## config.mk

```make
export PLATFORM = sky130hd
export DESIGN_NAME = boot_seq_top
export DESIGN_NICKNAME = d
export VERILOG_FILES = /design/src/rtl/boot_seq_pkg.sv /design/src/rtl/block_field_grab.sv /design/src/rtl/boot_status.sv /design/src/rtl/boot_stage_ctrl.sv /design/src/rtl/boot_seq_top.sv
export SDC_FILE = /design/constraint.sdc
export NUM_CORES = 1
export LEC_CHECK = 0
export ABC_AREA = 0
export BUFFER_PORTS_ARGS = -buffer_cell sky130_fd_sc_hd__buf_4
export CAP_MARGIN = 15
export CORE_MARGIN = 3
export CORE_UTILIZATION = 45
export DETAILED_ROUTE_END_ITERATION = 10
export PLACE_DENSITY = 0.81
export SLEW_MARGIN = 15
export SYNTH_ARGS = -nofsm -noshare
export SYNTH_HDL_FRONTEND = slang
export SYNTH_SLANG_ARGS = --single-unit
```

## constraint.sdc

```tcl
create_clock -name clk -period 2.3 [get_ports clk]
set_input_delay 0.115 -clock clk [delete_from_list [all_inputs] [get_ports clk]]
set_output_delay 0.115 -clock clk [all_outputs]
set_load 0.005 [all_outputs]
```

## src/rtl/boot_seq_pkg.sv

```systemverilog
package boot_seq_pkg;
  localparam int SIG_OFF    = 'h1FE;
  localparam int PART_OFF   = 'h1C6;
  localparam int MAGIC_OFF  = 0;
  localparam int ROOT_OFF   = 4;
  localparam logic [15:0] SIG_VAL   = 16'hAA55;
  localparam logic [15:0] MAGIC_VAL = 16'h614E;
  localparam int NSTAGE = 4;

  typedef enum logic [3:0] {
    ST_IDLE, ST_MBR_REQ, ST_MBR_RD, ST_SB_REQ, ST_SB_RD,
    ST_LKP_GO, ST_LKP_WAIT, ST_CPY_GO, ST_CPY_WAIT, ST_DONE, ST_FAIL
  } boot_state_e;
endpackage

```

## src/rtl/block_field_grab.sv

```systemverilog
module block_field_grab
  import boot_seq_pkg::*;
#(
  parameter int BLOCK_BYTES = 512,
  localparam int IDXW = $clog2(BLOCK_BYTES)
) (
  input  logic        clk,
  input  logic        rst_n,
  input  logic        arm,
  input  logic        beat,
  input  logic        sel_sb,
  input  logic [7:0]  byte_in,
  output logic        full,
  output logic [15:0] half16,
  output logic [31:0] word32
);
  logic [IDXW-1:0] idx;
  logic [IDXW-1:0] half_off, word_off;

  assign half_off = sel_sb ? IDXW'(MAGIC_OFF) : IDXW'(SIG_OFF);
  assign word_off = sel_sb ? IDXW'(ROOT_OFF)  : IDXW'(PART_OFF);

  always_ff @(posedge clk or negedge rst_n) begin
    if (!rst_n) begin
      idx    <= '0;
      full   <= 1'b0;
      half16 <= '0;
      word32 <= '0;
    end else if (arm) begin
      idx  <= '0;
      full <= 1'b0;
    end else if (beat && !full) begin
      if (idx == half_off)            half16[7:0]  <= byte_in;
      if (idx == half_off + IDXW'(1)) half16[15:8] <= byte_in;
      for (int k = 0; k < 4; k++) begin
        if (idx == word_off + IDXW'(k)) word32[8*k +: 8] <= byte_in;
      end
      if (idx == IDXW'(BLOCK_BYTES - 1)) begin
        idx  <= '0;
        full <= 1'b1;
      end else begin
        idx <= idx + IDXW'(1);
      end
    end
  end
endmodule

```

## src/rtl/boot_status.sv

```systemverilog
module boot_status
  import boot_seq_pkg::*;
(
  input  logic              clk,
  input  logic              rst_n,
  input  logic              clr,
  input  logic [NSTAGE-1:0] err_set,
  input  logic              done_set,
  output logic [NSTAGE:0]   status
);
  always_ff @(posedge clk or negedge rst_n) begin
    if (!rst_n)          status <= '0;
    else if (clr)        status <= '0;
    else if (|err_set)   status <= {1'b0, err_set};
    else if (done_set)   status[NSTAGE] <= 1'b1;
  end
endmodule

```

## src/rtl/boot_stage_ctrl.sv

```systemverilog
module boot_stage_ctrl
  import boot_seq_pkg::*;
(
  input  logic              clk,
  input  logic              rst_n,
  input  logic              start,
  input  logic              req_ready,
  input  logic              full,
  input  logic [15:0]       half16,
  input  logic [31:0]       word32,
  input  logic              lkp_done,
  input  logic              lkp_err,
  input  logic              cpy_done,
  input  logic              cpy_err,
  output logic              req_valid,
  output logic [31:0]       req_lba,
  output logic              arm,
  output logic              data_ready,
  output logic              sel_sb,
  output logic              lkp_start,
  output logic              cpy_start,
  output logic [31:0]       part_q,
  output logic [31:0]       root_q,
  output logic              hold,
  output logic              bus,
  output logic [NSTAGE-1:0] err_set,
  output logic              done_set,
  output logic              clr
);
  boot_state_e st, nx;
  logic mbr_end, sb_end, sig_ok, magic_ok;

  assign mbr_end  = (st == ST_MBR_RD) && full;
  assign sb_end   = (st == ST_SB_RD) && full;
  assign sig_ok   = (half16 == SIG_VAL);
  assign magic_ok = (half16 == MAGIC_VAL);

  always_comb begin
    nx = st;
    unique case (st)
      ST_IDLE, ST_DONE: if (start) nx = ST_MBR_REQ;
      ST_MBR_REQ:  if (req_ready) nx = ST_MBR_RD;
      ST_MBR_RD:   if (full) nx = sig_ok ? ST_SB_REQ : ST_FAIL;
      ST_SB_REQ:   if (req_ready) nx = ST_SB_RD;
      ST_SB_RD:    if (full) nx = magic_ok ? ST_LKP_GO : ST_FAIL;
      ST_LKP_GO:   nx = ST_LKP_WAIT;
      ST_LKP_WAIT: if (lkp_err) nx = ST_FAIL; else if (lkp_done) nx = ST_CPY_GO;
      ST_CPY_GO:   nx = ST_CPY_WAIT;
      ST_CPY_WAIT: if (cpy_err) nx = ST_FAIL; else if (cpy_done) nx = ST_DONE;
      default:     nx = st;
    endcase
  end

  always_ff @(posedge clk or negedge rst_n) begin
    if (!rst_n) begin
      st     <= ST_IDLE;
      part_q <= '0;
      root_q <= '0;
    end else begin
      st <= nx;
      if (mbr_end && sig_ok)  part_q <= word32;
      if (sb_end && magic_ok) root_q <= word32;
    end
  end

  assign req_valid  = (st == ST_MBR_REQ) || (st == ST_SB_REQ);
  assign req_lba    = (st == ST_SB_REQ) ? part_q : 32'd0;
  assign arm        = req_valid && req_ready;
  assign data_ready = ((st == ST_MBR_RD) || (st == ST_SB_RD)) && !full;
  assign sel_sb     = (st == ST_SB_REQ) || (st == ST_SB_RD);
  assign lkp_start  = (st == ST_LKP_GO);
  assign cpy_start  = (st == ST_CPY_GO);
  assign hold       = (st != ST_IDLE) && (st != ST_DONE);
  assign bus        = hold && (st != ST_FAIL);
  assign clr        = ((st == ST_IDLE) || (st == ST_DONE)) && start;
  assign err_set    = {(st == ST_CPY_WAIT) && cpy_err,
                       (st == ST_LKP_WAIT) && lkp_err,
                       sb_end && !magic_ok,
                       mbr_end && !sig_ok};
  assign done_set   = (st == ST_CPY_WAIT) && cpy_done && !cpy_err;
endmodule

```

## src/rtl/boot_seq_top.sv

```systemverilog
module boot_seq_top
  import boot_seq_pkg::*;
#(
  parameter int BLOCK_BYTES = 512
) (
  input  logic          clk,
  input  logic          rst_n,
  input  logic          boot_start,
  output logic          rd_req_valid,
  input  logic          rd_req_ready,
  output logic [31:0]   rd_req_lba,
  input  logic          rd_data_valid,
  output logic          rd_data_ready,
  input  logic [7:0]    rd_data,
  output logic          lkp_start,
  output logic [31:0]   lkp_root,
  input  logic          lkp_done,
  input  logic          lkp_err,
  output logic          cpy_start,
  input  logic          cpy_done,
  input  logic          cpy_err,
  output logic [31:0]   part_base,
  output logic          cpu_rst_hold,
  output logic          bus_own,
  output logic [NSTAGE:0] status
);
  logic arm, full, sel_sb, done_set, clr;
  logic [15:0] half16;
  logic [31:0] word32;
  logic [NSTAGE-1:0] err_set;

  block_field_grab #(.BLOCK_BYTES(BLOCK_BYTES)) u_grab (
    .clk(clk), .rst_n(rst_n), .arm(arm),
    .beat(rd_data_valid && rd_data_ready), .sel_sb(sel_sb),
    .byte_in(rd_data), .full(full), .half16(half16), .word32(word32));

  boot_stage_ctrl u_ctrl (
    .clk(clk), .rst_n(rst_n), .start(boot_start), .req_ready(rd_req_ready),
    .full(full), .half16(half16), .word32(word32),
    .lkp_done(lkp_done), .lkp_err(lkp_err), .cpy_done(cpy_done), .cpy_err(cpy_err),
    .req_valid(rd_req_valid), .req_lba(rd_req_lba), .arm(arm),
    .data_ready(rd_data_ready), .sel_sb(sel_sb),
    .lkp_start(lkp_start), .cpy_start(cpy_start),
    .part_q(part_base), .root_q(lkp_root),
    .hold(cpu_rst_hold), .bus(bus_own),
    .err_set(err_set), .done_set(done_set), .clr(clr));

  boot_status u_status (
    .clk(clk), .rst_n(rst_n), .clr(clr), .err_set(err_set),
    .done_set(done_set), .status(status));
endmodule

```

==> results of run 1 <==
==> through the flow <==
step / power, uW / instance area [um^2]
global placement: 4310 / 7720
global route: 7430 / 8550
CTS: 7010 / 8440
finish: 7100 / 8550
detailed placement: 4360 / 7720
floorplan: 3540 / 6200
==> repair_timing <==
action / CTS / global route
hold endpoints to repair: 50 / 0
cloned: 1 / 1
resized for setup: 15 / 21
hold buffers: 4 / 0
buffers inserted: 8 / 2
pin swaps: 9 / 1
endpoints found under the setup margin: 76 / 80
==> layout make-up <==
cell class / instances / area (um^2) / area share
clock buffers: 23 / 468 / 0.0547
flip-flops and latches: 131 / 3280 / 0.384
repair buffers: 195 / 1620 / 0.189
inverters: 3 / 11.3 / 0.00132
multi-input cells: 323 / 2870 / 0.336
clock inverters: 8 / 78.8 / 0.00922
well taps: 176 / 220 / 0.0258
==> cell families after synthesis <==
kind of cell | synth area share
DFF | 0.529
AOI/OAI and AO/OA | 0.0577
muxes | 0.225
adders and majority gates | 0.00403
buffers and inverters | 0.0278
and+or+nand+nor | 0.149
xor gates and xnor gates | 0.00847
==> registers in the layout, summed over array words and instances (netlist names) <==
register / cells
u_ctrl.part_q: 32
u_ctrl.root_q: 32
u_grab.word32: 32
u_grab.half16: 16
u_grab.idx: 9
u_status.status: 5
u_ctrl.st: 4
u_grab.full: 1
==> report_power, final <==
| group | leakage, uW | internal, uW | switching, uW |
|---|---|---|---|
| Combinational | 0.00228 | 1010 | 1090 |
| Sequential | 0.00182 | 2400 | 90.7 |
| Clock | 0.000267 | 1540 | 971 |
==> final timing paths <==
check | slack (ns) | cells after the start | to | start
worst min-delay path | 0.008 | 2 | u_grab.word32[29]$_DFFE_PN0P_ | rd_data[5]
worst max register to register | -0.10 | 9 | u_grab.half16[4]$_DFFE_PN0P_ | u_ctrl.st[2]$_DFFE_PN0P_
worst min register to register | 0.48 | 1 | u_status.status[1]$_DFFE_PN0N_ | u_status.status[1]$_DFFE_PN0N_
worst max-delay path | -0.10 | 9 | u_grab.half16[4]$_DFFE_PN0P_ | u_ctrl.st[2]$_DFFE_PN0P_
max in group asynchronous | 1.36 | 3 | u_grab.word32[6]$_DFFE_PN0P_ | rst_n
min in group asynchronous | 0.22 | 2 | u_grab.idx[0]$_DFFE_PN0P_ | rst_n
==> layout by cell type (no fill, tap or decap), types with 3 or more instances in the layout <==
cell type and count:
a21oi_1 13, a31oi_1 4, and2_1 32, and3_1 3
buf_12 8, buf_4 175, buf_6 7, clkbuf_1 4
clkbuf_16 18, clkinv_2 3, dfrtp_1 129, dlygate4sd3_1 4
inv_1 3, mux2_1 4, mux2_2 67, mux2_4 42
nand2_1 15, nand2b_1 7, nand3_1 5, nand3b_1 3
nand4_1 3, nor2_1 30, nor2b_1 5, nor3_1 10
nor3b_1 3, o211ai_1 3, o21ai_0 9, or3_1 3
xor2_1 5
==> metal layers <==
layer / up-vias / track usage
met1: 2394 / 0.278
met2: 186 / 0.376
met4: 0 / 0.0913
met5: - / 0
met3: 22 / 0.0535
li1: 2114 / -
==> worst register-to-register path, cell delays in order (launching register included) <==
cell,delay [ns]
dfrtp_1,0.43
buf_4,0.19
and4bb_2,0.32
nor2_2,0.06
xor2_1,0.17
nor4_2,0.28
buf_4,0.17
buf_4,0.11
nand3b_4,0.19
mux2_4,0.36
==> reports/metrics.csv, run 1 <==
stage,metric,value,unit
routing,via_count,4716,
sta,hold_viol,0,
global_routing,grt_max_degree,50,
outcome,status,finished with violations,
placement,gp_congestion,0.844,
critical_path,cp-end-kind,flip-flop,
global_routing,overflow,0,
placement,dp.cells,813,
layout,utilization,0.640,
critical_path,cpPeakStageDelay,0.43,ns
sta,whs,0.00804,ns
sta,rsz0062_at_grt,true,
pwr,peakVddDrop,0.483,mV
sta,setup-tns-final,-2.54,ns
routing,wl_met2,8580,um
synthesis,synth_seq_cells,131,
critical_path,path_cells,"buf_4, and4bb_2, nor2_2, xor2_1, nor4_2, buf_4, buf_4, nand3b_4, mux2_4",
routing,highest_layer,met4,
routing,met1_length,6920,um
flow_run,maxCapViolCount,0,
global_routing,grt_pass1_wl,25500,um
floorplanning,start_util,0.465,
sta,final-setup-viol-count,48,
layout,finalNonFillerCells,859,
critical_path,critical_path_required,2.59,ns
synthesis,ys_async_sr_fraction,1.00,
cts,clkTransAtPathRegs,0.05,ns
placement,dp_hpwl,11000,um
global_routing,grt_pass1_vias,4759,
synthesis,synth-edff-count,0,
synthesis,synth_cells,484,
routing,routed_wl,16900,um
routing,ant_nets,0,
sta,period_needed,2.40,ns
layout,fillers,983,
synthesis,synth_largest_area_cell,dfrtp_1,
critical_path,path_common_cell,buf_4,
cts,cts_made_buffers,17,
critical_path,critPathTopFamily,simple AND/OR/NAND/NOR gates,
synthesis,yosys.cell_count.top_type,dfrtp_1,
sta,drv_slew,0,
min_path,hold_path_class,input port to flip-flop,
synthesis,syn_area,6200,um^2
synthesis,synth_nets,503,
cts,clockBufferDepth,2,
placement,place.port_buffers,123,
sta,worstMarginPinSlew,0.474,ns
pwr,powerDensity,830,nW/um^2
sta,fin_skew,0.0122,ns
routing,drtIter0Drc,260,
layout,nets,690,
layout,areaGrowthSynthToFinish,37.8,%
cts,clkLatencyLatePin,0.41,ns
synthesis,ys_warn_count,0,
critical_path,crit_path_start_kind,flip-flop,
placement,place_ws,-0.106,ns
critical_path,path_max_fanout,8,
cts,clock-root-buffer,clkbuf_16,
synthesis,syn_area_per_cell,12.8,um^2
floorplanning,rows,42,
sta,max_freq,0.416,GHz
sta,relSlewSlack,0.684,
cts,cts_tree,built,
floorplanning,die_w,123,um
critical_path,arrival,2.69,ns
synthesis,yosysTopAreaCellShare,0.529,
synthesis,ys_types,61,
synthesis,seq_area_frac_synth,0.529,
sta,period_share,1.05,
floorplanning,die_area,15200,um^2
critical_path,crit_path_top_delay_cell,dfrtp_1,
synthesis,synthFlopType,dfrtp_1,
floorplanning,die_h,123,um
floorplanning,core,13300,um^2
routing,wire_per_inst,19.6,um
floorplanning,ios,124,
global_routing,grt_usage,0.224,
cts,numClockSinks,131,
layout,num_antenna_cells,0,
sta,setup_ws,-0.104,ns
critical_path,cp_num_buf_inv,3,
routing,first_pass_iters,5,
routing,vias_per_cell,5.49,
outcome,violations,negative setup slack,
pwr,p_leak,0.00436,uW
global_routing,antenna_found_initial,0,
layout,drive_gt1_frac,0.520,
synthesis,synth.top_cells.by_count,"dfrtp_1, mux2_2, and2_1, mux2_4, nor2_1",
cts,cts_htree_levels,4,
routing,wl_met3,986,um
synthesis,synthTopCellsByArea,"dfrtp_1, mux2_2, mux2_4",
routing,drc,0,
critical_path,path_class,flip-flop to flip-flop,
(Power assumes the default switching activity.)
==> run 2, diff against run 1 <==
Settings changed: BUFFER_PORTS_ARGS -buffer_cell sky130_fd_sc_hd__buf_4 to -buffer_cell sky130_fd_sc_hd__buf_2, CORE_MARGIN 3 to default.
==> reports/metrics.csv, run 2 (synthesis gave the netlist of run 1 again) <==
stage,metric,value,unit,change
sta,fin_skew,0.0105,ns,was 0.0122 ns
critical_path,cpPeakStageDelay,0.40,ns,was 0.43 ns
outcome,violations,negative setup slack,,unchanged
layout,areaGrowthSynthToFinish,33.2,%,was 37.8%
pwr,peakVddDrop,0.572,mV,was 0.483 mV
critical_path,cp_num_buf_inv,2,,was 3
layout,top_regs,"u_ctrl.part_q x32, u_ctrl.root_q x32, u_grab.word32 x32",,unchanged
sta,setup_ws,-0.157,ns,was -0.104 ns
sta,relSlewSlack,0.648,,was 0.684
critical_path,path_class,flip-flop to flip-flop,,unchanged
placement,place.port_buffers,123,,unchanged
routing,ant_nets,0,,unchanged
routing,drc,0,,unchanged
routing,routed_wl,16000,um,was 16900 um
floorplanning,start_util,0.465,,unchanged
critical_path,crit_path_top_delay_cell,dfrtp_1,,unchanged
layout,nets,687,,was 690
cts,clkLatencyLatePin,0.42,ns,was 0.41 ns
global_routing,grt_usage,0.234,,was 0.224
cts,cts_made_buffers,17,,unchanged
pwr,p_int,5190,uW,was 4950 uW
placement,dp_hpwl,11000,um,about the same
critical_path,path_max_fanout,8,,unchanged
floorplanning,die_h,119,um,was 123 um
sta,hold_viol,0,,unchanged
routing,drtIter0Drc,285,,was 260
placement,gp_congestion,0.873,,was 0.844
critical_path,crit_path_start_kind,flip-flop,,unchanged
routing,wire_per_inst,18.7,um,was 19.6 um
critical_path,arrival,2.75,ns,was 2.69 ns
pwr,powerDensity,893,nW/um^2,was 830 nW/um^2
global_routing,antenna_found_initial,0,,unchanged
global_routing,overflow,0,,unchanged
layout,fillers,1035,,was 983
cts,clock-root-buffer,clkbuf_16,,unchanged
sta,drv_slew,0,,unchanged
cts,clkTransAtPathRegs,0.06,ns,was 0.05 ns
sta,rsz0062_at_grt,true,,unchanged
sta,final-setup-viol-count,40,,was 48
pwr,switching_share,0.296,,was 0.303
cts,cts_htree_levels,4,,unchanged
layout,multi_input_area,2850,um^2,was 2870 um^2
pwr,p_clk_frac,0.386,,was 0.353
routing,via_count,4643,,was 4716
min_path,hold_path_class,input port to flip-flop,,unchanged
flow_run,maxCapViolCount,0,,unchanged
critical_path,path_cells,"or3_1, o22ai_1, a222oi_1, buf_4, nor3_1, and3b_2, buf_12, mux2_4",,"was buf_4, and4bb_2, nor2_2, xor2_1, nor4_2, buf_4, buf_4, nand3b_4, mux2_4"
sta,worstMarginPinSlew,0.528,ns,was 0.474 ns
cts,numClockSinks,131,,unchanged
sta,period_needed,2.46,ns,was 2.40 ns
layout,fin_area,8260,um^2,was 8550 um^2
routing,first_pass_iters,4,,was 5
sta,period_share,1.07,,was 1.05
layout,final_common_cell,dfrtp_1,,was buf_4
global_routing,grt_pass1_wl,25000,um,was 25500 um
global_routing,grt_pass1_vias,4756,,was 4759
pwr,power_frac_comb,0.279,,was 0.296
layout,ff_latch_area,3280,um^2,unchanged
global_routing,grt_max_degree,56,,was 50
cts,cts_tree,built,,unchanged
critical_path,cp-end-kind,flip-flop,,unchanged
floorplanning,core,13300,um^2,unchanged
floorplanning,die_area,14300,um^2,was 15200 um^2
layout,drive_gt1_frac,0.524,,was 0.520
cts,clockBufferDepth,2,,unchanged
floorplanning,rows,42,,unchanged
routing,vias_per_cell,5.42,,was 5.49
pwr,p_sw,2180,uW,was 2150 uW
pwr,sequentialPowerShare,0.335,,was 0.351
critical_path,critical_path_required,2.60,ns,was 2.59 ns
sta,max_freq,0.407,GHz,was 0.416 GHz
layout,num_antenna_cells,0,,unchanged
outcome,status,finished with violations,,unchanged
floorplanning,die_w,119,um,was 123 um
critical_path,critPathTopFamily,simple AND/OR/NAND/NOR gates,,unchanged
placement,place_area,7410,um^2,was 7720 um^2
pwr,p_leak,0.00435,uW,was 0.00436 uW
layout,utilization,0.619,,was 0.640
layout,mostFrequentLayoutCells,"dfrtp_1, buf_2, mux2_2, buf_4, mux2_4",,"was buf_4, dfrtp_1, mux2_2, mux2_4, and2_1"
floorplanning,ios,124,,unchanged
[run 2: metal layers]
metal / vias to the layer above / routed length [um] / track usage
met5: - / 0 / 0
met4: 0 / 492 / 0.110
met3: 35 / 1000 / 0.0575
met2: 173 / 7920 / 0.382
met1: 2340 / 6560 / 0.291
li1: 2095 / - / -
[run 2: metrics by stage]
step / cells / hold slack, ns / TNS [ns] / total power [uW] / worst slack [ns]
2_1_floorplan: 484 / -0.181 / 0 / 3540 / 0.0379
3_3_place_gp: 814 / 0.108 / -3.32 / 4260 / -0.132
3_5_place_dp: 814 / 0.119 / -6.03 / 4320 / -0.203
4_1_cts: 851 / 0.00471 / -2.98 / 7300 / -0.110
5_1_grt: 856 / 0.0204 / -6.80 / 7710 / -0.214
6_report: 856 / 0.0346 / -4.39 / 7370 / -0.157
[run 2: area by class of cell]
type,count,share of cell area
Inverter,3,0.00136
Tap cell,176,0.0267
Timing Repair Buffer,192,0.155
Sequential cell,131,0.397
Multi-Input combinational cell,323,0.345
Clock inverter,11,0.0212
Clock buffer,20,0.0541
[run 2: worst paths after layout]
check / cells after the start / start / to / slack [ns]
min in group asynchronous: 2 / rst_n / u_ctrl.part_q[24]$_DFFE_PN0P_ / 0.23
worst min-delay path: 2 / lkp_err / u_status.status[2]$_DFFE_PN0N_ / 0.03
worst max register to register: 8 / u_ctrl.st[3]$_DFFE_PN0P_ / u_grab.word32[17]$_DFFE_PN0P_ / -0.16
worst min register to register: 1 / u_status.status[1]$_DFFE_PN0N_ / u_status.status[1]$_DFFE_PN0N_ / 0.48
worst max-delay path: 8 / u_ctrl.st[3]$_DFFE_PN0P_ / u_grab.word32[17]$_DFFE_PN0P_ / -0.16
max in group asynchronous: 3 / rst_n / u_ctrl.root_q[16]$_DFFE_PN0P_ / 1.41
[run 2: worst register-to-register path: cells and delay by family, from the launching register on]
family / cells / cell delay, ns
and+or+nand+nor: 3 / 1.03
DFF: 1 / 0.40
buffers and inverters: 2 / 0.32
muxes: 1 / 0.30
AOI/OAI and AO/OA: 2 / 0.29
[run 2: what timing repair did]
action                                  in CTS  in global routing
endpoints found under the setup margin      49                 80
resized for setup                           17                 16
buffers inserted                             5                  5
hold buffers                                 1                  0
gates cloned                                 0                  1
pin swaps                                    8                  7
hold endpoints to repair                    52                  0
[run 2: power groups by stage]
stage	Combinational [uW]	Sequential, uW	Clock (uW)
after floorplan	1050	2490	0
after global placement	1750	2510	0
after detailed placement	1810	2510	0
after CTS	1940	2470	2900
after global routing	2230	2480	3000
final	2050	2470	2850
==> run 3, diff against run 2 <==
==> constraint.sdc (replaced) <==
create_clock -name clk -period 2.3 [get_ports clk]
set_input_delay 0.115 -clock clk [delete_from_list [all_inputs] [get_ports clk]]
set_output_delay 0.115 -clock clk [all_outputs]
set_load 0.02 [all_outputs]
==> reports/metrics.csv, run 3 (synthesis gave the netlist of run 1 again) <==
stage,metric,value,unit,change
critical_path,path_class,flip-flop to flip-flop,,unchanged
layout,top_regs,"u_ctrl.part_q x32, u_ctrl.root_q x32, u_grab.word32 x32",,unchanged
global_routing,grt_max_degree,57,,was 56
outcome,status,finished with violations,,unchanged
pwr,powerDensity,867,nW/um^2,was 893 nW/um^2
sta,hold_viol,0,,unchanged
routing,ant_nets,0,,unchanged
layout,fillers,1004,,was 1035
floorplanning,rows,42,,unchanged
floorplanning,die_area,14300,um^2,unchanged
routing,via_count,4612,,was 4643
pwr,peakVddDrop,0.460,mV,was 0.572 mV
layout,areaGrowthSynthToFinish,34.7,%,was 33.2%
layout,drive_gt1_frac,0.542,,was 0.524
layout,fin_area,8350,um^2,was 8260 um^2
critical_path,critical_path_required,2.60,ns,about the same
layout,mostFrequentLayoutCells,"dfrtp_1, buf_2, mux2_2, buf_4, mux2_4",,unchanged
cts,clkTransAtPathRegs,0.05,ns,was 0.06 ns
critical_path,cpPeakStageDelay,0.44,ns,was 0.40 ns
cts,clock-root-buffer,clkbuf_16,,unchanged
flow_run,maxCapViolCount,0,,unchanged
routing,drtIter0Drc,252,,was 285
cts,cts_tree,built,,unchanged
sta,final-setup-viol-count,41,,was 40
placement,gp_congestion,0.882,,was 0.873
sta,worstMarginPinSlew,0.487,ns,was 0.528 ns
floorplanning,ios,124,,unchanged
cts,cts_htree_levels,4,,unchanged
pwr,p_leak,0.00437,uW,was 0.00435 uW
routing,routed_wl,15800,um,was 16000 um
cts,clockBufferDepth,2,,unchanged
layout,num_antenna_cells,0,,unchanged
sta,fin_skew,0.00671,ns,was 0.0105 ns
placement,dp_hpwl,10500,um,was 11000 um
critical_path,crit_path_top_delay_cell,dfrtp_2,,was dfrtp_1
sta,period_needed,2.40,ns,was 2.46 ns
critical_path,cp-end-kind,flip-flop,,unchanged
sta,relSlewSlack,0.674,,was 0.648
global_routing,grt_pass1_vias,4757,,was 4756
routing,first_pass_iters,5,,was 4
global_routing,grt_usage,0.225,,was 0.234
sta,period_share,1.04,,was 1.07
layout,final_common_cell,dfrtp_1,,unchanged
sta,setup_ws,-0.103,ns,was -0.157 ns
global_routing,antenna_found_initial,0,,unchanged
critical_path,crit_path_start_kind,flip-flop,,unchanged
routing,wire_per_inst,18.3,um,was 18.7 um
floorplanning,die_h,119,um,unchanged
cts,cts_made_buffers,17,,unchanged
outcome,violations,negative setup slack,,unchanged
placement,place_area,7440,um^2,was 7410 um^2
min_path,hold_path_class,input port to flip-flop,,unchanged
floorplanning,core,13300,um^2,unchanged
sta,max_freq,0.416,GHz,was 0.407 GHz
global_routing,grt_util_met3,0.0493,,was 0.0575
critical_path,path_max_fanout,8,,unchanged
sta,whs,0.0354,ns,was 0.0346 ns
routing,vias_per_cell,5.36,,was 5.42
global_routing,grtUsageMet1,0.282,,was 0.291
pwr,total_power,7240,uW,was 7370 uW
placement,dp.cells,814,,unchanged
critical_path,arrival,2.70,ns,was 2.75 ns
sta,rsz0062_at_grt,true,,unchanged
cts,clkLatencyLatePin,0.42,ns,about the same
global_routing,top_usage_layer,met2,,unchanged
global_routing,gr-usage-met2,0.374,,was 0.382
sta,drv_slew,0,,unchanged
placement,place.port_buffers,123,,unchanged
layout,nets,691,,was 687
routing,drc,0,,unchanged
global_routing,grt_pass1_wl,24600,um,was 25000 um
cts,numClockSinks,131,,unchanged
critical_path,path_cells,"buf_6, buf_4, and4bb_2, nor2_2, xor2_2, nor4_4, and3_1, buf_12, mux2_4",,"was or3_1, o22ai_1, a222oi_1, buf_4, nor3_1, and3b_2, buf_12, mux2_4"
floorplanning,start_util,0.465,,unchanged
layout,finalNonFillerCells,860,,was 856
global_routing,overflow,0,,unchanged
floorplanning,die_w,119,um,unchanged
[run 3: stage by stage]
stage / setup TNS, ns / worst slack [ns] / utilization
after detailed placement: -4.78 / -0.137 / 0.557
after CTS: -1.77 / -0.0709 / 0.610
final: -2.69 / -0.103 / 0.626
after global placement: -1.96 / -0.0400 / 0.557
after floorplan: 0 / 0.00438 / -
after global routing: -6.06 / -0.159 / 0.626
[run 3: path summary, 6_finish.rpt]
path | slack, ns | to | depth (start not counted) | startpoint
setup / recovery | -0.10 | u_grab.half16[9]$_DFFE_PN0P_ | 9 | u_ctrl.st[2]$_DFFE_PN0P_
min in group asynchronous | 0.21 | u_grab.idx[1]$_DFFE_PN0P_ | 2 | rst_n
setup reg to reg | -0.10 | u_grab.half16[9]$_DFFE_PN0P_ | 9 | u_ctrl.st[2]$_DFFE_PN0P_
hold reg to reg | 0.49 | u_status.status[2]$_DFFE_PN0N_ | 1 | u_status.status[2]$_DFFE_PN0N_
max in group asynchronous | 1.34 | u_grab.word32[19]$_DFFE_PN0P_ | 3 | rst_n
hold / removal | 0.04 | u_status.status[4]$_DFFE_PN0P_ | 3 | cpy_done
[run 3: final cells by class]
| class | instances | area [um^2] | share of cell area |
|---|---|---|---|
| flip-flops and latches | 131 | 3280 | 0.393 |
| multi-input cells | 323 | 2900 | 0.347 |
| well taps | 176 | 220 | 0.0264 |
| repair buffers | 196 | 1380 | 0.165 |
| clock buffers | 20 | 457 | 0.0547 |
| clock inverters | 11 | 103 | 0.0123 |
| inverters | 3 | 11.3 | 0.00135 |
[run 3: timing repair]
action / in CTS / in global routing
endpoints found under the setup margin: 71 / 95
hold buffers: 2 / 0
hold endpoints to repair: 47 / 0
gates resized for setup: 15 / 34
setup buffers: 7 / 5
pin swaps: 7 / 11
gates cloned: 1 / 2
[run 3: report_power, final]
part	internal (uW)	switching, uW	leakage (uW)
sequential	2400	80.8	0.00181
combinational	1000	1220	0.00229
clock	1540	998	0.000269
[run 3: layer usage]
metal / routed length (um) / vias to the layer above
met3: 665 / 30
li1: - / 2118
met1: 6950 / 2321
met4: 372 / 0
met5: 0 / -
met2: 7770 / 143
[run 3: critical path: cells and delay by family (launching register included)]
kind,cells,cell delay [ns]
buf+inv,3,0.42
simple gates,4,0.96
mux,1,0.30
flops,1,0.44
xor+xnor,1,0.17
